<file path="src/rtl/mwk_pkg.sv">
package mwk_pkg;

  typedef enum logic [2:0] {
    SEQ_OFF      = 3'd0,
    SEQ_WAKING   = 3'd1,
    SEQ_AWAKE    = 3'd2,
    SEQ_SLEEPING = 3'd3,
    SEQ_FAULT    = 3'd4
  } seq_state_e;

  // bit positions inside the control word (host software decodes these)
  localparam int POS_CLK_RDY = 0;
  localparam int POS_INIT    = 2;
  localparam int POS_ACC     = 3;
  localparam int POS_GTS     = 4;
  localparam int POS_XTAL    = 10;
  localparam int POS_DLY     = 16;
  localparam int POS_PST     = 24;
  localparam int POS_RFK     = 27;

  localparam logic [2:0] PST_NONE  = 3'b000;
  localparam logic [2:0] PST_MAC   = 3'b001;
  localparam logic [2:0] PST_RADIO = 3'b010;
  localparam logic [2:0] PST_ERR   = 3'b011;

  // power-save code seen by the host for a sequencer state
  function automatic logic [2:0] pst_code(seq_state_e st, logic rfk);
    case (st)
      SEQ_AWAKE: pst_code = rfk ? PST_RADIO : PST_NONE;
      SEQ_FAULT: pst_code = PST_ERR;
      default:   pst_code = PST_MAC;
    endcase
  endfunction

  // number of going-to-sleep cycles for a programmed delay
  function automatic logic [31:0] sleep_len(logic [31:0] dly);
    sleep_len = (dly == 32'd0) ? 32'd1 : dly;
  endfunction

  // clock-ready is high whenever the MAC clock runs
  function automatic logic clk_on(seq_state_e st);
    clk_on = (st == SEQ_AWAKE) || (st == SEQ_SLEEPING);
  endfunction

endpackage

</file>
<file path="src/rtl/mwk_sync.sv">
module mwk_sync #(
  parameter int unsigned STAGES = 2
) (
  input  logic clk,
  input  logic rst_n,
  input  logic pin,
  output logic level,
  output logic change
);
  logic [STAGES-1:0] chain_q;
  logic              prev_q;

  generate
    if (STAGES == 1) begin : g_one
      always_ff @(posedge clk or negedge rst_n) begin
        if (!rst_n) chain_q <= '0;
        else        chain_q <= pin;
      end
    end else begin : g_many
      always_ff @(posedge clk or negedge rst_n) begin
        if (!rst_n) chain_q <= '0;
        else        chain_q <= {chain_q[STAGES-2:0], pin};
      end
    end
  endgenerate

  always_ff @(posedge clk or negedge rst_n) begin
    if (!rst_n) prev_q <= 1'b0;
    else        prev_q <= chain_q[STAGES-1];
  end

  assign level  = chain_q[STAGES-1];
  assign change = chain_q[STAGES-1] ^ prev_q;
endmodule

</file>
<file path="src/rtl/mwk_ctrl_reg.sv">
module mwk_ctrl_reg
  import mwk_pkg::*;
#(
  parameter int unsigned DLY_W = 8
) (
  input  logic             clk,
  input  logic             rst_n,
  input  logic             wr,
  input  logic [31:0]      wdata,
  input  logic             clk_ready,
  input  logic             going_sleep,
  input  logic [2:0]       pst,
  input  logic             rfk_level,
  output logic             init_done,
  output logic             acc_req,
  output logic             xtal_req,
  output logic [DLY_W-1:0] slp_dly,
  output logic [31:0]      rdata
);
  localparam logic [31:0] DLY_MASK = ((32'd1 << DLY_W) - 32'd1) << POS_DLY;
  localparam logic [31:0] WR_MASK  = DLY_MASK | (32'd1 << POS_INIT) |
                                     (32'd1 << POS_ACC) | (32'd1 << POS_XTAL);

  logic unused_wdata;
  assign unused_wdata = ^(wdata & ~WR_MASK);

  always_ff @(posedge clk or negedge rst_n) begin
    if (!rst_n) begin
      init_done <= 1'b0;
      acc_req   <= 1'b0;
      xtal_req  <= 1'b0;
      slp_dly   <= '0;
    end else if (wr) begin
      init_done <= wdata[POS_INIT];
      acc_req   <= wdata[POS_ACC];
      xtal_req  <= wdata[POS_XTAL];
      slp_dly   <= wdata[POS_DLY +: DLY_W];
    end
  end

  always_comb begin
    rdata                     = '0;
    rdata[POS_CLK_RDY]        = clk_ready;
    rdata[POS_INIT]           = init_done;
    rdata[POS_ACC]            = acc_req;
    rdata[POS_GTS]            = going_sleep;
    rdata[POS_XTAL]           = xtal_req;
    rdata[POS_DLY +: DLY_W]   = slp_dly;
    rdata[POS_PST +: 3]       = pst;
    rdata[POS_RFK]            = rfk_level;
  end
endmodule

</file>
<file path="src/rtl/mwk_seq.sv">
module mwk_seq
  import mwk_pkg::*;
#(
  parameter int unsigned DLY_W        = 8,
  parameter int unsigned WAKE_TIMEOUT = 64
) (
  input  logic             clk,
  input  logic             rst_n,
  input  logic             init_done,
  input  logic             acc_req,
  input  logic             sleep_req,
  input  logic             pwrup_done,
  input  logic             rfk_level,
  input  logic [DLY_W-1:0] slp_dly,
  output logic             clk_ready,
  output logic             going_sleep,
  output logic             wake_req,
  output logic [2:0]       pst,
  output logic             sleep_enter,
  output logic             wake_timeout
);
  localparam int unsigned WK_CW = $clog2(WAKE_TIMEOUT + 1);
  localparam logic [WK_CW-1:0] WK_LAST = WK_CW'(WAKE_TIMEOUT - 1);

  seq_state_e       st_q, st_d;
  logic [WK_CW-1:0] wk_cnt_q;
  logic [DLY_W-1:0] slp_cnt_q;
  logic [DLY_W-1:0] slp_load;
  logic             sleep_last;

  assign slp_load   = DLY_W'(sleep_len(32'(slp_dly)));
  assign sleep_last = (slp_cnt_q == DLY_W'(1));

  always_comb begin
    st_d = st_q;
    case (st_q)
      SEQ_OFF:
        if (init_done && (acc_req || !sleep_req)) st_d = SEQ_WAKING;
      SEQ_WAKING:
        if (!init_done)                st_d = SEQ_OFF;
        else if (pwrup_done)           st_d = SEQ_AWAKE;
        else if (wk_cnt_q == WK_LAST)  st_d = SEQ_FAULT;
      SEQ_AWAKE:
        if (!init_done)                st_d = SEQ_OFF;
        else if (sleep_req && !acc_req) st_d = SEQ_SLEEPING;
      SEQ_SLEEPING:
        if (!init_done || sleep_last)  st_d = SEQ_OFF;
      SEQ_FAULT:
        if (!init_done)                st_d = SEQ_OFF;
      default:                         st_d = SEQ_OFF;
    endcase
  end

  assign sleep_enter  = (st_q == SEQ_AWAKE)  && (st_d == SEQ_SLEEPING);
  assign wake_timeout = (st_q == SEQ_WAKING) && (st_d == SEQ_FAULT);

  always_ff @(posedge clk or negedge rst_n) begin
    if (!rst_n) begin
      st_q      <= SEQ_OFF;
      wk_cnt_q  <= '0;
      slp_cnt_q <= '0;
    end else begin
      st_q <= st_d;
      if (st_q == SEQ_WAKING && st_d == SEQ_WAKING) wk_cnt_q <= wk_cnt_q + WK_CW'(1);
      else                                          wk_cnt_q <= '0;
      if (sleep_enter)               slp_cnt_q <= slp_load;
      else if (st_q == SEQ_SLEEPING) slp_cnt_q <= slp_cnt_q - DLY_W'(1);
    end
  end

  assign clk_ready   = clk_on(st_q);
  assign going_sleep = (st_q == SEQ_SLEEPING);
  assign wake_req    = (st_q == SEQ_WAKING);
  assign pst         = pst_code(st_q, rfk_level);
endmodule

</file>
<file path="src/rtl/mac_wake_ctrl.sv">
module mac_wake_ctrl
  import mwk_pkg::*;
#(
  parameter int unsigned DLY_W        = 8,
  parameter int unsigned WAKE_TIMEOUT = 64,
  parameter int unsigned SYNC_STAGES  = 2
) (
  input  logic        clk,
  input  logic        rst_n,
  input  logic        reg_wr,
  input  logic [31:0] reg_wdata,
  output logic [31:0] reg_rdata,
  input  logic        sleep_req,
  input  logic        pwrup_done,
  input  logic        rfkill_pin,
  output logic        wake_req,
  output logic        xtal_req,
  output logic        clk_ready,
  output logic        going_sleep,
  output logic        access_granted,
  output logic [2:0]  pwr_save_type,
  output logic        rfkill_change
);
  // DLY_W must keep the delay field below bit 24
  logic             init_done_w, acc_req_w, rfk_level_w;
  logic [DLY_W-1:0] slp_dly_w;
  logic             sleep_enter_w, wake_timeout_w;

  mwk_sync #(.STAGES(SYNC_STAGES)) u_sync (
    .clk(clk), .rst_n(rst_n), .pin(rfkill_pin),
    .level(rfk_level_w), .change(rfkill_change)
  );

  mwk_seq #(.DLY_W(DLY_W), .WAKE_TIMEOUT(WAKE_TIMEOUT)) u_seq (
    .clk(clk), .rst_n(rst_n),
    .init_done(init_done_w), .acc_req(acc_req_w),
    .sleep_req(sleep_req), .pwrup_done(pwrup_done),
    .rfk_level(rfk_level_w), .slp_dly(slp_dly_w),
    .clk_ready(clk_ready), .going_sleep(going_sleep),
    .wake_req(wake_req), .pst(pwr_save_type),
    .sleep_enter(sleep_enter_w), .wake_timeout(wake_timeout_w)
  );

  mwk_ctrl_reg #(.DLY_W(DLY_W)) u_reg (
    .clk(clk), .rst_n(rst_n), .wr(reg_wr), .wdata(reg_wdata),
    .clk_ready(clk_ready), .going_sleep(going_sleep),
    .pst(pwr_save_type), .rfk_level(rfk_level_w),
    .init_done(init_done_w), .acc_req(acc_req_w),
    .xtal_req(xtal_req), .slp_dly(slp_dly_w), .rdata(reg_rdata)
  );

  assign access_granted = clk_ready && !going_sleep;
endmodule

</file>
<file path="config.mk">
export PLATFORM = sky130hd
export DESIGN_NAME = mac_wake_ctrl
export DESIGN_NICKNAME = d
export VERILOG_FILES = /design/src/rtl/mwk_pkg.sv /design/src/rtl/mwk_sync.sv /design/src/rtl/mwk_ctrl_reg.sv /design/src/rtl/mwk_seq.sv /design/src/rtl/mac_wake_ctrl.sv
export SDC_FILE = /design/constraint.sdc
export NUM_CORES = 1
export LEC_CHECK = 0
export BUFFER_PORTS_ARGS = -buffer_cell sky130_fd_sc_hd__clkbuf_2
export CORE_ASPECT_RATIO = 0.9
export CORE_MARGIN = 3
export CORE_UTILIZATION = 40
export DETAILED_ROUTE_END_ITERATION = 6
export GPL_TIMING_DRIVEN = 0
export PLACE_DENSITY = 0.69
export SETUP_SLACK_MARGIN = 0.1
export SYNTH_ARGS = -nofsm -noshare
export SYNTH_HDL_FRONTEND = slang
export SYNTH_HIERARCHICAL = 1
export SYNTH_SLANG_ARGS = --single-unit
</file>
<file path="constraint.sdc">
create_clock -name clk -period 1.69 [get_ports clk]
set_input_delay 0.507 -clock clk [delete_from_list [all_inputs] [get_ports clk]]
set_output_delay 0.507 -clock clk [all_outputs]
set_load 0.02 [all_outputs]
</file>
==> results_dict.tcl, run 1 <==
set metrics [dict create \
    rsz0062_at_grt "yes" \
    syn_to_final_growth_pct 36.2 \
    final.setup.worst_slack_ns -0.236 \
    insertion_delay_ns 0.28 \
    setup-tns-final_ns -1.57 \
    ff_latch_area_um2 802 \
    ant_nets 0 \
    r2r_cells 7 \
    drv_slew 0 \
    status "finished, violations left" \
    ir_drop_mv 0.706 \
    htree_num_levels 2 \
    multi_input_area_um2 842 \
    dieArea_um2 5460 \
    root_buffer "clkbuf_8" \
    postCtsHoldBufs 0 \
    drt_iter0_drc 35 \
    fillCellCount 347 \
    setup_viol 10 \
    max_slew_margin 0.492 \
    viasPerCell 4.37 \
    whs_ns 0.290 \
    hold_viol_final 0 \
    final_cell_area_um2 2510 \
    ys_warn_count 6 \
    drive_gt1_frac 0.508 \
    port_buffers 40 \
    syn_inst 173 \
    arrival_ns 1.42 \
    grt_max_degree 33 \
    hp-class "primary input to async pin" \
    place_area_um2 2190 \
    cts_buffers 5 \
    dr.pass1.iters 5 \
    critPathKind "flop to output port" \
    num_vias 1327 \
    gp_congestion 0.705 \
    gr-total-overflow 0 \
    drc 0 \
    p_leak_nw 1.25 \
    crit_path_start "u_seq/st_q[1]$_DFF_PN0_" \
    die_w_um 77.6 \
    maxCapViolations 0 \
    crit_path_end "reg_rdata[25]" \
    syn_area_um2 1840 \
    critical_path.max_fanout 3 \
    antenna_found_initial 0 \
    end_kind "output port" \
    routed_wl_mm 3.34 \
    clock.fmax_mhz 519 \
    clk_pin_slew_ns 0.06 \
    grt_pass1_vias 1175 \
    placementRows 22 \
    worst_slew_pin_slew_ns 0.761 \
    fp.coreArea_um2 4270 \
    clock-sinks 32 \
    antenna_cells 0 \
    violations "negative setup slack" \
    avgRoutedWirePerCell_um 11.0 \
    avgSynthCellArea_um2 10.7 \
    grt_pass1_wl_mm 5.54 \
    cts_tree "built" \
    start_util 0.432 \
    fin_crit_ns 1.93 \
    required_ns 1.18 \
    fp.dieH_um 70.4 \
    timing.rr.start "u_seq/st_q[1]$_DFF_PN0_" \
    r2r_end "u_seq/slp_cnt_q[5]$_DFFE_PN0P_" \
    startpoint_type "flop" \
    clk_path_buf_depth 2 \
    finClkSkew_ns 0.00155 \
    p_per_area_nw_per_um2 1020 \
    fin_nets 284 \
    place_hpwl_mm 2.42 \
    r2r_setup_slack_ns 0.03 \
    period_share 1.14 \
    top_level_ports 79 \
    gr-usage-all-layers 0.130 \
]
registers in the layout, summed over array words and instances, names as in the netlist:
name,cells
u_reg/slp_dly,8
u_seq/slp_cnt_q,8
u_seq/wk_cnt_q,7
u_seq/st_q,3
u_sync/chain_q,2
u_reg/acc_req,1
u_reg/init_done,1
u_reg/xtal_req,1
u_sync/prev_q,1
per-stage QoR:
step                      std cells  setup WS (ns)  power [mW]   util
after global placement          287        -0.0367        1.77  0.513
after floorplan                 187         0.0323        1.59      -
after detailed placement        287        -0.0646        1.79  0.513
final                           304         -0.236        2.56  0.589
after CTS                       302         -0.260        2.49  0.570
after global routing            304         -0.294        2.71  0.589
what timing repair did:
| item | 4_1_cts | 5_1_grt |
|---|---|---|
| buffers inserted | 7 | 2 |
| resized for setup | 21 | 20 |
| setup endpoints to repair | 12 | 24 |
| pin swaps | 3 | 5 |
critical path: stages, from the launching register on:
cell and delay, ns:
dfrtp_1 0.37, buf_6 0.12, and2b_2 0.21, a21oi_2 0.17, nor2_4 0.05, buf_6 0.11
buf_8 0.11
report_power, final:
part | switching, mW | internal (mW)
clock network | 0.255 | 0.331
registers | 0.147 | 0.901
logic | 0.443 | 0.479
total | 0.845 | 1.71
layer usage:
metal,track usage,routed length [um],vias up
li1,-,-,676
met1,0.175,1500,589
met2,0.190,1510,57
met3,0.0412,266,5
met4,0.0593,59,0
met5,0,0,-
cell type report:
| class | instances | share of cell area |
|---|---|---|
| clock buffer | 8 | 0.0359 |
| buffer | 38 | 0.124 |
| tap | 60 | 0.0299 |
| multi-input combinational | 110 | 0.335 |
| timing repair buffer | 49 | 0.142 |
| inverter | 7 | 0.0135 |
| sequential | 32 | 0.319 |
cell usage in the layout (no fill, tap or decap), drive strengths merged, types with 2 or more instances in the layout:
master   n
conb    16
buf     53
xnor2    4
nand3    6
o311ai   2
ha       3
nor2b    3
dfrtp   32
and3     2
xor2     6
nand2b   5
mux2    13
o211ai   2
or3      2
nor3     2
clkbuf  42
o21ai    6
nand2    9
nand3b   2
nor2    12
inv      6
nor4     5
a21oi    2
worst min-delay path by stage:
stage                                      startpoint                     endpoint  slack (ns)  depth (start not counted)
after floorplan                                 rst_n    u_reg/acc_req$_DFFE_PN0P_        0.21                          0
after global placement    u_sync/chain_q[0]$_DFF_PN0_  u_sync/chain_q[1]$_DFF_PN0_        0.33                          0
after detailed placement  u_sync/chain_q[0]$_DFF_PN0_  u_sync/chain_q[1]$_DFF_PN0_        0.34                          0
after CTS                                       rst_n  u_seq/wk_cnt_q[3]$_DFF_PN0_        0.31                          1
after global routing                       rfkill_pin  u_sync/chain_q[0]$_DFF_PN0_        0.33                          1
final                                           rst_n  u_seq/wk_cnt_q[3]$_DFF_PN0_        0.29                          1
(Power assumes the default switching activity.)
==> run 2, diff against run 1 <==
==> constraint.sdc (replaced) <==
create_clock -name clk -period 1.69 [get_ports clk]
set_input_delay 0.338 -clock clk [delete_from_list [all_inputs] [get_ports clk]]
set_output_delay 0.338 -clock clk [all_outputs]
set_load 0.02 [all_outputs]
==> run 2 against run 1 <==
  * The flow still finishes with violations (negative setup slack)
  * Sequential power barely moved
  * Clock skew increased by 0.0049 ns
  * Core utilization is 0.50 points higher
==> results_dict.tcl, run 2 (synthesis gave the netlist of run 1 again) <==
set metrics [dict create \
    clk_pin_slew_ns 0.06 \
    grt_pass1_vias 1229 \
    syn_to_final_growth_pct 37.3 \
    drive_gt1_frac 0.514 \
    crit_path_end "reg_rdata[25]" \
    root_buffer "clkbuf_8" \
    ant_nets 0 \
    gr-total-overflow 0 \
    num_vias 1330 \
    worst_slew_pin_slew_ns 0.757 \
    critPathKind "flop to output port" \
    cp_slowest_cell "dfrtp_1" \
    gp_congestion 0.697 \
    placementRows 22 \
    antenna_found_initial 0 \
    status "finished, violations left" \
    hp-class "primary input to async pin" \
    top_level_ports 79 \
    pwr-share-clk 0.237 \
    insertion_delay_ns 0.27 \
    fin_crit_ns 1.74 \
    final.setup.worst_slack_ns -0.0506 \
    r2r_setup_slack_ns 0.05 \
    post-place-ws_ns 0.0454 \
    top_regs "u_reg/slp_dly (8), u_seq/slp_cnt_q (8), u_seq/wk_cnt_q (7)" \
    clk_path_buf_depth 2 \
    violations "negative setup slack" \
    final_common_cell "buf_4" \
    rsz0062_at_grt "yes" \
    viasPerCell 4.39 \
    grt_max_degree 33 \
    dr.pass1.iters 4 \
    seqPwrFrac 0.409 \
    cts_buffers 5 \
    grt_pass1_wl_mm 5.52 \
    start_util 0.432 \
    max_slew_margin 0.495 \
    dieArea_um2 5460 \
    gr-usage-all-layers 0.128 \
    p_per_area_nw_per_um2 1020 \
    dp.cells 287 \
    setup_viol 3 \
    whs_ns 0.126 \
    path_cells "buf_6 -> and2b_2 -> a21oi_2 -> nor2_2 -> buf_4 -> buf_8" \
    p_sw_mw 0.838 \
    layout_common_cells "37 x buf_4, 32 x dfrtp_1, 30 x clkbuf_2" \
    routed_wl_mm 3.41 \
    r2r_cells 5 \
    critical_path.max_fanout 4 \
    fin_nets 284 \
    startpoint_type "flop" \
    timing.rr.start "u_seq/st_q[2]$_DFF_PN0_" \
    htree_num_levels 2 \
    setup-tns-final_ns -0.0966 \
    fp.dieH_um 70.4 \
    slowest_delay_ns 0.37 \
    fp.coreArea_um2 4270 \
    pwr-share-comb 0.354 \
    finClkSkew_ns 0.00649 \
    port_buffers 40 \
    place_hpwl_mm 2.47 \
    hold_viol_final 0 \
    crit_path_start "u_seq/st_q[1]$_DFF_PN0_" \
    antenna_cells 0 \
    cp_top_family "flip-flops" \
    required_ns 1.35 \
    cts_tree "built" \
    avgRoutedWirePerCell_um 11.2 \
    die_w_um 77.6 \
    stdcell_count 303 \
    worst-path-stages 6 \
    clock-sinks 32 \
    drv_slew 0 \
    maxCapViolations 0 \
    p_leak_nw 1.27 \
    drc 0 \
    p_sw_frac 0.326 \
    p_int_mw 1.74 \
    drt_iter0_drc 22 \
    arrival_ns 1.40 \
    end_kind "output port" \
    cp_num_buf_inv 3 \
    ir_drop_mv 0.583 \
    clock.fmax_mhz 575 \
    r2r_end "u_seq/slp_cnt_q[5]$_DFFE_PN0P_" \
    period_share 1.03 \
]
-- run 2: cell count changes in the layout (fill, tap and decap cells not counted), sizes merged --
cell / previous run / this run
buf: 53 / 52
-- run 2: metal layers --
metal | vias to the layer above | share of wire | wire [um] | track usage
met4 | 0 | 0.016 | 55 | 0.0593
met1 | 599 | 0.46 | 1560 | 0.165
li1 | 673 | - | - | -
met3 | 6 | 0.059 | 201 | 0.0335
met2 | 52 | 0.47 | 1590 | 0.198
met5 | - | 0 | 0 | 0
-- run 2: through the flow --
stage | power [mW] | utilization | instance area, um^2
floorplan | 1.58 | - | 1900
global placement | 1.76 | 0.510 | 2180
detailed placement | 1.78 | 0.510 | 2180
CTS | 2.48 | 0.563 | 2400
global route | 2.72 | 0.594 | 2530
finish | 2.57 | 0.594 | 2530
-- run 2: power groups by stage --
stage | clock network, mW | registers [mW] | logic (mW)
final | 0.610 | 1.05 | 0.910
after global routing | 0.653 | 1.07 | 0.997
after CTS | 0.625 | 1.03 | 0.820
after detailed placement | 0 | 1.04 | 0.737
after global placement | 0 | 1.03 | 0.727
after floorplan | 0 | 1.04 | 0.544
-- run 2: area by class of cell --
cell class / count / area [um^2]
flip-flops and latches: 32 / 801
multi-input cells: 110 / 847
fillers: 347 / 1730
well taps: 60 / 75.1
inverters: 7 / 31.3
repair buffers: 49 / 370
clock buffers: 7 / 96.3
plain buffers: 38 / 312
-- run 2: worst min path at each step --
stage | start | slack (ns) | endpoint
floorplan | rst_n | 0.04 | u_reg/acc_req$_DFFE_PN0P_
global placement | u_sync/chain_q[0]$_DFF_PN0_ | 0.33 | u_sync/chain_q[1]$_DFF_PN0_
detailed placement | u_sync/chain_q[0]$_DFF_PN0_ | 0.34 | u_sync/chain_q[1]$_DFF_PN0_
CTS | rst_n | 0.15 | u_seq/slp_cnt_q[5]$_DFFE_PN0P_
global route | rfkill_pin | 0.17 | u_sync/chain_q[0]$_DFF_PN0_
finish | rst_n | 0.13 | u_seq/wk_cnt_q[3]$_DFF_PN0_
-- run 2: timing repair --
item / CTS / global route
hold buffers: 0 / 0
gates resized for setup: 22 / 26
setup endpoints to repair: 11 / 24
pin swaps: 2 / 3
setup buffers: 6 / 2
cloned: 0 / 1
-- run 2: worst reg2reg max path: cells and delay by family (launching register included) --
kind	cells	cell delay [ns]
mux	1	0.29
simple gates	2	0.53
flops	1	0.41
buf+inv	2	0.29
==> run 3, diff against run 2 <==
Settings changed: PLACE_DENSITY 0.69 to 0.7, SYNTH_HIERARCHICAL 1 to not set.
==> run 3 against run 2 <==
  * The flow now finishes without violations
  * Clock skew is 0.0022 ns lower
  * Largest power group unchanged
  * Hold slack worse by 0.0084 ns
  * Wire length is 3.3% lower
  * Via count is 1.1% lower
  * Largest cell class is now flip-flops and latches
  * Critical path depth stayed put
  * Critical endpoint is now reg_rdata[24]
  * Clock-buffer cell count is 1 higher
==> results_dict.tcl, run 3 <==
set metrics [dict create \
    status "finished, final reports clean" \
    fin_crit_ns 1.67 \
    place_area_um2 2020 \
    ys_top_cells_by_area "dfrtp_1 48%, buf_4 11%, mux2_2 7.4%" \
    postCtsHoldBufs 0 \
    placementRows 21 \
    place_hpwl_mm 2.35 \
    grt_max_degree 33 \
    port_buffers 40 \
    multi_input_area_um2 764 \
    fp.coreArea_um2 3890 \
    worst_slew_pin_slew_ns 0.765 \
    synth_edf_count 0 \
    r2r_setup_slack_ns 0.21 \
    ys_seq_area_frac 0.476 \
    clk_path_buf_depth 2 \
    cts_buffers 5 \
    yosysTopAreaCell "dfrtp_1" \
    fin_nets 273 \
    setup-tns-final_ns 0 \
    maxCapViolations 0 \
    antenna_cells 0 \
    drive_gt1_frac 0.464 \
    gr-usage-all-layers 0.136 \
    period_share 0.991 \
    startpoint_type "flop" \
    syn_area_um2 1680 \
    htree_num_levels 2 \
    die_w_um 74.3 \
    clock-sinks 32 \
    required_ns 1.35 \
    top_level_ports 79 \
    setup_viol 0 \
    top_regs "u_reg.slp_dly (8), u_seq.slp_cnt_q (8), u_seq.wk_cnt_q (7)" \
    gp_congestion 0.714 \
    p_per_area_nw_per_um2 1070 \
    end_kind "output port" \
    yosysMostFrequentCell "dfrtp_1" \
    rsz0062_at_grt "yes" \
    p_leak_nw 1.13 \
    p_sw_mw 0.818 \
    p_sw_frac 0.335 \
    p_int_mw 1.62 \
    fillCellCount 336 \
    post-route-util 0.589 \
    cts_tree "built" \
    seqPwrFrac 0.437 \
    grt_pass1_vias 1145 \
    synth_top_area_share 0.476 \
    avgRoutedWirePerCell_um 11.8 \
    critical_path.max_fanout 5 \
    gr-total-overflow 0 \
    ff_latch_area_um2 802 \
    dr.pass1.iters 4 \
    drv_slew 0 \
    synth-seq-cells 32 \
    synth-async-reset-ratio 1.00 \
    pwr-share-comb 0.321 \
    viasPerCell 4.72 \
    hp-class "primary input to async pin" \
    insertion_delay_ns 0.28 \
    finClkSkew_ns 0.00428 \
    max_slew_margin 0.490 \
    grt_pass1_wl_mm 5.18 \
    ir_drop_mv 0.542 \
    antenna_found_initial 0 \
    avgSynthCellArea_um2 10.4 \
    arrival_ns 1.34 \
    pwr-share-clk 0.242 \
    crit_path_start "u_seq.st_q[1]$_DFF_PN0_" \
    drt_iter0_drc 35 \
    total_power_mw 2.44 \
    num_vias 1316 \
    start_util 0.432 \
    synth_top_flop_cell "dfrtp_1" \
    routed_wl_mm 3.29 \
    synth_cell_type_count 35 \
    hold_viol_final 0 \
    critPathKind "flop to output port" \
    root_buffer "clkbuf_8" \
    dieArea_um2 5020 \
    clk_pin_slew_ns 0.06 \
    ys_warn_count 0 \
    final_cell_area_um2 2290 \
    timing.rr.start "u_seq.slp_cnt_q[2]$_DFFE_PN0P_" \
    clock.fmax_mhz 597 \
    layout_common_cells "32 x buf_4, 32 x clkbuf_2, 31 x dfrtp_1" \
    fp.dieH_um 67.5 \
    synth_commonest_cells "32 x dfrtp_1, 25 x buf_4, 11 x mux2_2, 11 x nor2_1" \
    syn_to_final_growth_pct 36.2 \
    drc 0 \
    whs_ns 0.117 \
    ant_nets 0 \
    syn_inst 162 \
]
==> run 3: layer usage <==
layer	routed length (um)	global-route usage
met1	1510	0.181
met2	1530	0.211
met3	222	0.0432
met4	32	0.0467
met5	0	0
==> run 3: kinds of logic after synthesis <==
family                     Yosys count  synth area share
and+or+nand+nor                     48             0.157
buffers and inverters               38             0.143
DFF                                 32             0.476
AOI/OAI and AO/OA                   19            0.0737
muxes                               11            0.0737
xor gates and xnor gates            10            0.0521
adders and majority gates            3            0.0223
other                                1           0.00223
==> run 3: area by class of cell <==
cell class              count  share of cell area
flip-flops and latches     32               0.350
inverters                   9              0.0180
multi-input cells         108               0.334
plain buffers              29               0.100
clock buffers               8              0.0393
repair buffers             47               0.133
well taps                  46              0.0251
==> run 3: repair_timing <==
| action | in CTS | in global routing |
|---|---|---|
| endpoints found under the setup margin | 9 | 18 |
| gates resized for setup | 21 | 15 |
| setup buffers | 3 | 4 |
| pin swaps | 1 | 1 |
==> run 3: path summary, 6_finish.rpt <==
path | endpoint | cells after the start
worst max-delay path | reg_rdata[24] | 6
worst min register to register | u_sync.chain_q[1]$_DFF_PN0_ | 0
max in group asynchronous | u_seq.st_q[2]$_DFF_PN0_ | 1
min in group clk | u_sync.chain_q[0]$_DFF_PN0_ | 1
worst min-delay path | u_seq.slp_cnt_q[2]$_DFFE_PN0P_ | 1
worst max register to register | u_seq.st_q[0]$_DFF_PN0_ | 4
==> run 3: stage by stage <==
stage | setup slack (ns) | cells
floorplan | 0.128 | 178
global placement | 0.158 | 264
detailed placement | 0.134 | 264
CTS | -0.00661 | 275
global route | -0.0451 | 279
finish | 0.0158 | 279
==> run 3: power by group through the flow <==
| stage | Clock [mW] | Sequential (mW) | Combinational, mW |
|---|---|---|---|
| after floorplan | 0 | 1.05 | 0.477 |
| after global placement | 0 | 1.06 | 0.648 |
| after detailed placement | 0 | 1.06 | 0.660 |
| after CTS | 0.609 | 1.06 | 0.730 |
| after global routing | 0.633 | 1.08 | 0.865 |
| final | 0.590 | 1.07 | 0.782 |
==> run 3: worst max-delay path, cell delays in order (launching register included) <==
cell and delay [ns]:
dfrtp_1 0.34, buf_6 0.12, nor2b_4 0.16, nor2b_4 0.17, inv_2 0.05, buf_6 0.11, buf_8 0.12
